### src/rtl/scan_start_pkg.sv
package scan_start_pkg;

  localparam int ADDR_W  = 20;
  localparam int OFS_W   = 9;
  localparam int PITCH_W = OFS_W + 1;
  localparam int ROW_W   = 5;
  localparam int PAN_W   = 2;
  localparam int PROD_W  = PITCH_W + ROW_W;

  typedef logic [ADDR_W-1:0]  addr_t;
  typedef logic [PITCH_W-1:0] pitch_t;

  // Assemble the 20-bit frame start address from the scattered fields.
  function automatic addr_t join_start(input logic [7:0] lo, input logic [7:0] hi,
                                       input logic [3:0] ext_lo, input logic ovl_msb);
    addr_t a;
    a = {ovl_msb, ext_lo[3:2], ext_lo[0], hi, lo};
    return a;
  endfunction

  // Pitch in bytes: the 9-bit offset count times two.
  function automatic pitch_t pitch_bytes(input logic [7:0] ofs, input logic ofs_msb);
    return {ofs_msb, ofs, 1'b0};
  endfunction

  // Modular sum of the start address and a narrower term.
  function automatic addr_t add_wrap(input addr_t a, input addr_t b);
    return a + b;
  endfunction

endpackage

### src/rtl/scan_start_assemble.sv
module scan_start_assemble
  import scan_start_pkg::*;
#(
  parameter int AW = ADDR_W,
  parameter int PW = PITCH_W
) (
  input  logic [7:0]    start_lo,
  input  logic [7:0]    start_hi,
  input  logic [7:0]    ext_disp,
  input  logic [7:0]    overlay,
  input  logic [7:0]    offset,
  output logic [AW-1:0] start_addr,
  output logic [PW-1:0] pitch
);

  // Bits with no meaning for this block.
  logic unused_fields;
  assign unused_fields = ^{ext_disp[7:5], ext_disp[1], overlay[6:0]};

  assign start_addr = AW'(join_start(start_lo, start_hi, ext_disp[3:0], overlay[7]));
  assign pitch      = PW'(pitch_bytes(offset, ext_disp[4]));

endmodule

### src/rtl/scan_first_line.sv
module scan_first_line
  import scan_start_pkg::*;
#(
  parameter int AW        = ADDR_W,
  parameter int PW        = PITCH_W,
  parameter int RW        = ROW_W,
  parameter int NW        = PAN_W,
  parameter bit SHIFT_ADD = 1'b1
) (
  input  logic [AW-1:0] start_addr,
  input  logic [PW-1:0] pitch,
  input  logic [RW-1:0] row_cnt,
  input  logic [NW-1:0] pan,
  output logic [AW-1:0] first_addr
);

  localparam int PRW = PW + RW;

  logic [PRW-1:0] row_off;

  generate
    if (SHIFT_ADD) begin : g_shift_add
      // One partial product per row-count bit, summed in a chain.
      logic [PRW-1:0] acc [RW+1];
      assign acc[0] = '0;
      for (genvar i = 0; i < RW; i++) begin : g_pp
        logic [PRW-1:0] part;
        assign part       = row_cnt[i] ? (PRW'(pitch) << i) : '0;
        assign acc[i+1]   = acc[i] + part;
      end
      assign row_off = acc[RW];
    end else begin : g_mult
      assign row_off = PRW'(pitch) * PRW'(row_cnt);
    end
  endgenerate

  assign first_addr = start_addr + AW'(row_off) + AW'(pan);

endmodule

### src/rtl/scan_line_stepper.sv
module scan_line_stepper
  import scan_start_pkg::*;
#(
  parameter int AW = ADDR_W,
  parameter int PW = PITCH_W
) (
  input  logic          clk,
  input  logic          rst_n,
  input  logic          frame_start,
  input  logic          line_end,
  input  logic [AW-1:0] first_addr,
  input  logic [PW-1:0] pitch_in,
  output logic [AW-1:0] addr_q,
  output logic [PW-1:0] pitch_q,
  output logic          step_evt
);

  assign step_evt = line_end & ~frame_start;

  always_ff @(posedge clk) begin
    if (!rst_n) begin
      addr_q  <= '0;
      pitch_q <= '0;
    end else if (frame_start) begin
      addr_q  <= first_addr;
      pitch_q <= pitch_in;
    end else if (step_evt) begin
      addr_q  <= addr_q + AW'(pitch_q);
    end
  end

endmodule

### src/rtl/scan_start_gen.sv
module scan_start_gen
  import scan_start_pkg::*;
#(
  parameter int AW        = ADDR_W,
  parameter int PW        = PITCH_W,
  parameter int RW        = ROW_W,
  parameter int NW        = PAN_W,
  parameter bit SHIFT_ADD = 1'b1
) (
  input  logic          clk,
  input  logic          rst_n,
  input  logic          frame_start,
  input  logic          line_end,
  input  logic [7:0]    start_lo,
  input  logic [7:0]    start_hi,
  input  logic [7:0]    ext_disp,
  input  logic [7:0]    overlay,
  input  logic [7:0]    offset,
  input  logic [7:0]    row_pan,
  output logic [AW-1:0] line_addr
);

  logic [AW-1:0] start_addr;
  logic [PW-1:0] pitch;
  logic [AW-1:0] first_addr;
  logic [PW-1:0] pitch_q;
  logic          step_evt;

  // row_pan[7] carries nothing here.
  logic unused_row;
  assign unused_row = row_pan[7];

  scan_start_assemble #(.AW(AW), .PW(PW)) asm_i (
    .start_lo   (start_lo),
    .start_hi   (start_hi),
    .ext_disp   (ext_disp),
    .overlay    (overlay),
    .offset     (offset),
    .start_addr (start_addr),
    .pitch      (pitch)
  );

  scan_first_line #(.AW(AW), .PW(PW), .RW(RW), .NW(NW), .SHIFT_ADD(SHIFT_ADD)) first_i (
    .start_addr (start_addr),
    .pitch      (pitch),
    .row_cnt    (row_pan[RW-1:0]),
    .pan        (row_pan[RW+NW-1:RW]),
    .first_addr (first_addr)
  );

  scan_line_stepper #(.AW(AW), .PW(PW)) step_i (
    .clk         (clk),
    .rst_n       (rst_n),
    .frame_start (frame_start),
    .line_end    (line_end),
    .first_addr  (first_addr),
    .pitch_in    (pitch),
    .addr_q      (line_addr),
    .pitch_q     (pitch_q),
    .step_evt    (step_evt)
  );

endmodule

### config.mk
export PLATFORM = sky130hd
export DESIGN_NAME = scan_start_gen
export DESIGN_NICKNAME = d
export VERILOG_FILES = /design/src/rtl/scan_start_pkg.sv /design/src/rtl/scan_start_assemble.sv /design/src/rtl/scan_first_line.sv /design/src/rtl/scan_line_stepper.sv /design/src/rtl/scan_start_gen.sv
export SDC_FILE = /design/constraint.sdc
export NUM_CORES = 1
export LEC_CHECK = 0
export ABC_AREA = 1
export ABC_CLOCK_PERIOD_IN_PS = 12700
export BUFFER_PORTS_ARGS = -buffer_cell sky130_fd_sc_hd__buf_2
export CORE_MARGIN = 2
export CORE_UTILIZATION = 60
export DETAILED_ROUTE_END_ITERATION = 8
export PLACE_DENSITY = 0.82
export SLEW_MARGIN = 25
export SYNTH_ARGS = -nofsm -noshare
export SYNTH_HDL_FRONTEND = slang
export SYNTH_SLANG_ARGS = --single-unit
export TNS_END_PERCENT = 20
### constraint.sdc
create_clock -name clk -period 12.7 [get_ports clk]
set_input_delay 2.54 -clock clk [delete_from_list [all_inputs] [get_ports clk]]
set_output_delay 2.54 -clock clk [all_outputs]
set_load 0.05 [all_outputs]
* Yosys cells after proc, flatten, opt, wreduce, memory -nomap -nowiden
Index checks and enable logic that the tools add are counted.
** Storage, ports and cells
- Input bits :: 52
- Word-level logic and storage cells :: 19
- Bits in registers :: 29
- Output and inout port bits :: 20
** Cells by class
- Multiplexer cells :: 7
- Reductions and logical operators :: 1
- $add $sub $neg :: 7
- Bitwise operators :: 2
** Operators with widths (number)
- $add 15x15->15 :: 3
- $mux 20 :: 2
- $add 20x10->20 :: 1
- $add 20x15->20 :: 1
- $add 20x2->20 :: 1
- $add 15x14->15 :: 1
- $mux 14 :: 1
- $mux 13 :: 1
- $mux 12 :: 1
- $mux 11 :: 1
- $mux 10 :: 1
- $reduce_bool 2->1 :: 1
- $and 1x1->1 :: 1
- $not 1->1 :: 1

* Logic depth before layout (Yosys ltp)
- Word-level depth :: 8
- Depth in mapped cells :: 28
- Gate-level depth less buffers :: 27

* By module
A second synthesis with hierarchy kept.
** Unflattened totals
- Cells, all modules :: 858
- Area, all modules :: 5278.8 sq um
** Modules (own cells, without submodules)
- scan_first_line :: sequential area each 0.0 sq um, instances 1, area an instance 2981.6 sq um, cells each 508
- scan_line_stepper :: sequential area each 600.6 sq um, instances 1, area an instance 2068.2 sq um, cells each 319
- scan_start_assemble :: sequential area each 0.0 sq um, instances 1, area an instance 229.0 sq um, cells each 31

* Worst setup path before layout
No wires, ideal clock.
- Path kind :: input port to flip-flop
- Start point :: input row_pan[3]
- End point :: register step_i.addr_q[17]
- Data required time :: 12.588 ns
- Arrival time :: 7.045 ns
- Path buffers :: 1
- Library setup time :: 0.112 ns
- Stages :: 28
- Path slack :: 5.543 ns
- Path through :: clkbuf_1 nand2_1 inv_1 fa_1 fa_1 inv_1 fa_1 inv_1 ha_1 fa_1 nand3_1 nand2_1 a21oi_1 o21ai_0 xor2_1 inv_1 ha_1 ha_1 nand2_1 inv_1 a21oi_1 nor3_1 nor2_1 nand2_1 nand2_1 nand2_1 nor2_1 nor2_1
** Between the ends
- Longest elaborated chain between the ends :: 6
** RTL lines
- from (decl) :: line scan_start_gen.sv:19 : input logic [7:0] row_pan,
- $mux 13 :: line scan_first_line.sv:28 : assign part = row_cnt[i] ? (PRW'(pitch) << i) : '0;
- $add 15x15->15 :: line scan_first_line.sv:29 : assign acc[i+1] = acc[i] + part;
- $add 15x14->15 :: line scan_first_line.sv:29
- $add 20x15->20 :: line scan_first_line.sv:37 : assign first_addr = start_addr + AW'(row_off) + AW'(pan);
- $add 20x2->20 :: line scan_first_line.sv:37
- $mux 20 :: line scan_line_stepper.sv:24 : end else if (frame_start) begin
- to (signal assigned) :: line scan_line_stepper.sv:25 : addr_q <= first_addr;
- to (signal assigned) :: line scan_line_stepper.sv:28 : addr_q <= addr_q + AW'(pitch_q);
- to (decl) :: line scan_line_stepper.sv:13 : output logic [AW-1:0] addr_q,
No other way between the ends.
A chain may end at the register's enable or synchronous reset.

* Worst setup path after layout
- Start point :: input row_pan[4]
- End point :: register step_i.addr_q[14]
** Between the ends
- Longest elaborated chain between the ends :: 5
** RTL lines (line)
- $mux 14 :: scan_first_line.sv:28
- $add 15x14->15 :: scan_first_line.sv:29
- $add 20x15->20 :: scan_first_line.sv:37
- $add 20x2->20 :: scan_first_line.sv:37
- $mux 20 :: scan_line_stepper.sv:24
No other way between the ends.

==> impl_metrics.py <==
metrics = {
    "worst_setup_path": {
        "required_ns": 12.93,
        "crit_slowest_cell": "fa_1",
        "critPathCaptureType": "flip-flop",
        "cp.depth": 28,
        "worstSetupStartpoint": "row_pan[4]",
        "critical_path.max_fanout": 9,
        "cp_data_arrival_time_ns": 7.55,
        "cp_top_family": "adder cells",
        "critPathCapture": "step_i.addr_q[14]",
        "start_kind": "primary input",
        "worst-path-buf-inv": 6,
        "r2r_start": "step_i.addr_q[1]",
        "timing.rr.end": "step_i.addr_q[17]",
        "rrSetupSlack_ns": 10.66,
        "max_stage_delay_ns": 0.55,
        "path_class": "primary input to flip-flop",
        "r2r_cells": 13,
    },
    "synthesis": {
        "synth_edf_count": 0,
        "syn_nets": 886,
        "ys_warn_count": 0,
        "synth.area.top_cells": "nand2_1 (16%), ha_1 (15%), dfxtp_1 (13%), inv_1 (12%), fa_1 (11%)",
        "synth_area_mm2": 0.004639,
        "yosys_register_bits": 29,
        "synth_top_area_frac": 0.1626,
        "synth_commonest_cells": "nand2_1 (201), inv_1 (145), nor2_1 (66)",
        "ys_types": 39,
        "synth_seq_area_share": 0.1251,
        "syn-instance-count": 752,
        "synthArstFlopShare": 0,
        "synth_ff_type": "dfxtp_1",
        "synth.most_common_cell": "nand2_1",
        "yosysTopAreaCell": "nand2_1",
        "synth.avg_cell_area_um2": 6.169,
    },
    "power": {
        "pwr-share-clk": 0.101,
        "p_int_mw": 0.3643,
        "power.switching_mw": 0.4729,
        "ir_worst_vdd_v": 0.00009920,
        "power_frac_comb": 0.742,
        "seq_power_share": 0.157,
        "p_leak_nw": 3.045,
        "powerDensity_mw_per_mm2": 163.9,
        "swShare": 0.5648,
    },
    "clock_network": {
        "clk_latency_ns": 0.29,
        "tritoncts": "built",
        "clk_pin_slew_worst_paths_ns": 0.07,
        "cts_num_sinks": 29,
        "clk_path_buf_depth": 2,
        "post_cts_buffers": 0,
        "cts_inserted_buffers": 5,
        "ctsRootBufferMaster": "clkbuf_8",
        "cts_resized": 0,
        "htree_levels": 2,
        "holdBufCountCts": 0,
    },
    "sta": {
        "fmax_mhz": 136.6,
        "whs_ns": 0.5037,
        "rsz0062_at_grt": "false",
        "slew_headroom": 0.6862,
        "hold_violations": 0,
        "tns_ns": 0,
        "finClkSkew_ns": 0.01150,
        "worstMarginPinSlew_ns": 0.4700,
        "period_needed_ns": 7.322,
        "period_share": 0.5765,
        "setup_viol": 0,
        "slew_viol_final": 0,
    },
    "routing": {
        "route.met3.wl_um": 501,
        "vias": 4849,
        "drt_iter0_markers": 252,
        "m1WireLength_um": 5019,
        "drt-pass1-iter-count": 5,
        "via_per_inst": 5.340,
        "detail-route-antenna-nets": 0,
        "dr_wl_met2_um": 5714,
        "highest_layer": "met4",
        "totalWireLength_um": 11420,
        "routedWlPerCell_um": 12.57,
        "drc_errors": 0,
    },
    "flow_run": {
        "cap_violations": 0,
    },
    "die": {
        "io_pins": 72,
        "die_area_mm2": 0.008452,
        "start_util": 0.6099,
        "rows": 32,
        "coreArea_mm2": 0.007607,
        "die_w_um": 91.94,
        "die_h_um": 91.94,
    },
    "final_layout": {
        "fin_nets": 939,
        "area.growth.synth_to_final_pct": 10.09,
        "drive_above_1_share": 0.1154,
        "diodes": 0,
        "utilization": 0.6714,
    },
    "global_routing": {
        "grt_pass1_wl_um": 19140,
        "grt-ovfl-total": 0,
        "grt_pass1_vias": 4445,
        "grt_antenna_before_repair": 0,
        "grt_usage": 0.2752,
        "grt_max_degree": 27,
    },
    "worst_hold_path": {
        "min_path_type": "flip-flop to flip-flop",
        "min_path_cells": 2,
    },
    "run_status": {
        "status": "completed",
    },
    "place": {
        "io_buffers": 59,
        "hpwl_um": 9436,
        "gp_congestion": 0.9099,
    },
}
worst min path at each step:
stage / start / end / slack [ns]
floorplan: step_i.pitch_q[1] / step_i.pitch_q[1] / 0.47
global placement: step_i.addr_q[0] / step_i.addr_q[0] / 0.48
detailed placement: step_i.addr_q[0] / step_i.addr_q[0] / 0.48
CTS: step_i.addr_q[0] / step_i.addr_q[0] / 0.50
global route: step_i.pitch_q[2] / step_i.pitch_q[2] / 0.54
finish: step_i.addr_q[0] / step_i.addr_q[0] / 0.50
registers in the layout (all words and copies together) (netlist names):
name	flops
step_i.pitch_q	9
step_i.addr_q	20
power by group through the flow:
stage	Combinational (mW)	Sequential (mW)	Clock, mW
after floorplan	0.427	0.183	0
after global placement	0.600	0.132	0
after detailed placement	0.610	0.133	0
after CTS	0.616	0.131	0.0855
after global routing	0.704	0.134	0.0890
final	0.621	0.132	0.0842
cells in the final DEF, fill, tap and decap left out, types with 4 or more instances in the layout:
master,instances
inv_1,145
nor3_1,7
inv_2,7
buf_2,59
fa_1,26
nand3_2,4
nand2_1,201
clkbuf_8,7
nand3_1,64
xor2_1,6
dfxtp_1,29
o21ai_0,38
nor2_1,66
xnor2_1,4
a21oi_1,44
ha_1,56
nand2_2,5
nand4_1,7
area by class of cell:
class	instances	area, um2
clock inverters	1	5.005
repair buffers	59	295.3
flip-flops and latches	29	580.6
well taps	102	127.6
multi-input cells	558	3432
fillers	734	2500
clock buffers	7	96.34
inverters	152	570.5
stage by stage:
stage / instance area (um2) / cells / total power [mW] / worst slack, ns
5_1_grt: 5107 / 908 / 0.9271 / 5.029
4_1_cts: 5107 / 908 / 0.8324 / 5.414
2_1_floorplan: 4639 / 752 / 0.6098 / 5.543
6_report: 5107 / 908 / 0.8372 / 5.378
3_3_place_gp: 5006 / 900 / 0.7320 / 5.220
3_5_place_dp: 5006 / 900 / 0.7430 / 5.137
metal layers:
metal  vias up  track usage
met2       123       0.4920
met1      2236       0.3523
met5         -            0
met3        18      0.02383
met4         0      0.08333
li1       2472            -
tightest hold or removal path, delay by kind of cell, from the launching register on:
| kind | cells | cell delay, ns |
|---|---|---|
| flops | 1 | 0.32 |
| simple gates | 1 | 0.07 |
| compound gates | 1 | 0.07 |
kinds of logic after synthesis:
kind of cell | Yosys count | synth area share
simple gates | 369 | 0.3428
buf+inv | 165 | 0.1351
compound gates | 97 | 0.1149
fa+ha+maj | 82 | 0.2632
flops | 29 | 0.1251
xor+xnor | 10 | 0.01888
No activity file was read; power rests on OpenSTA's default activity.
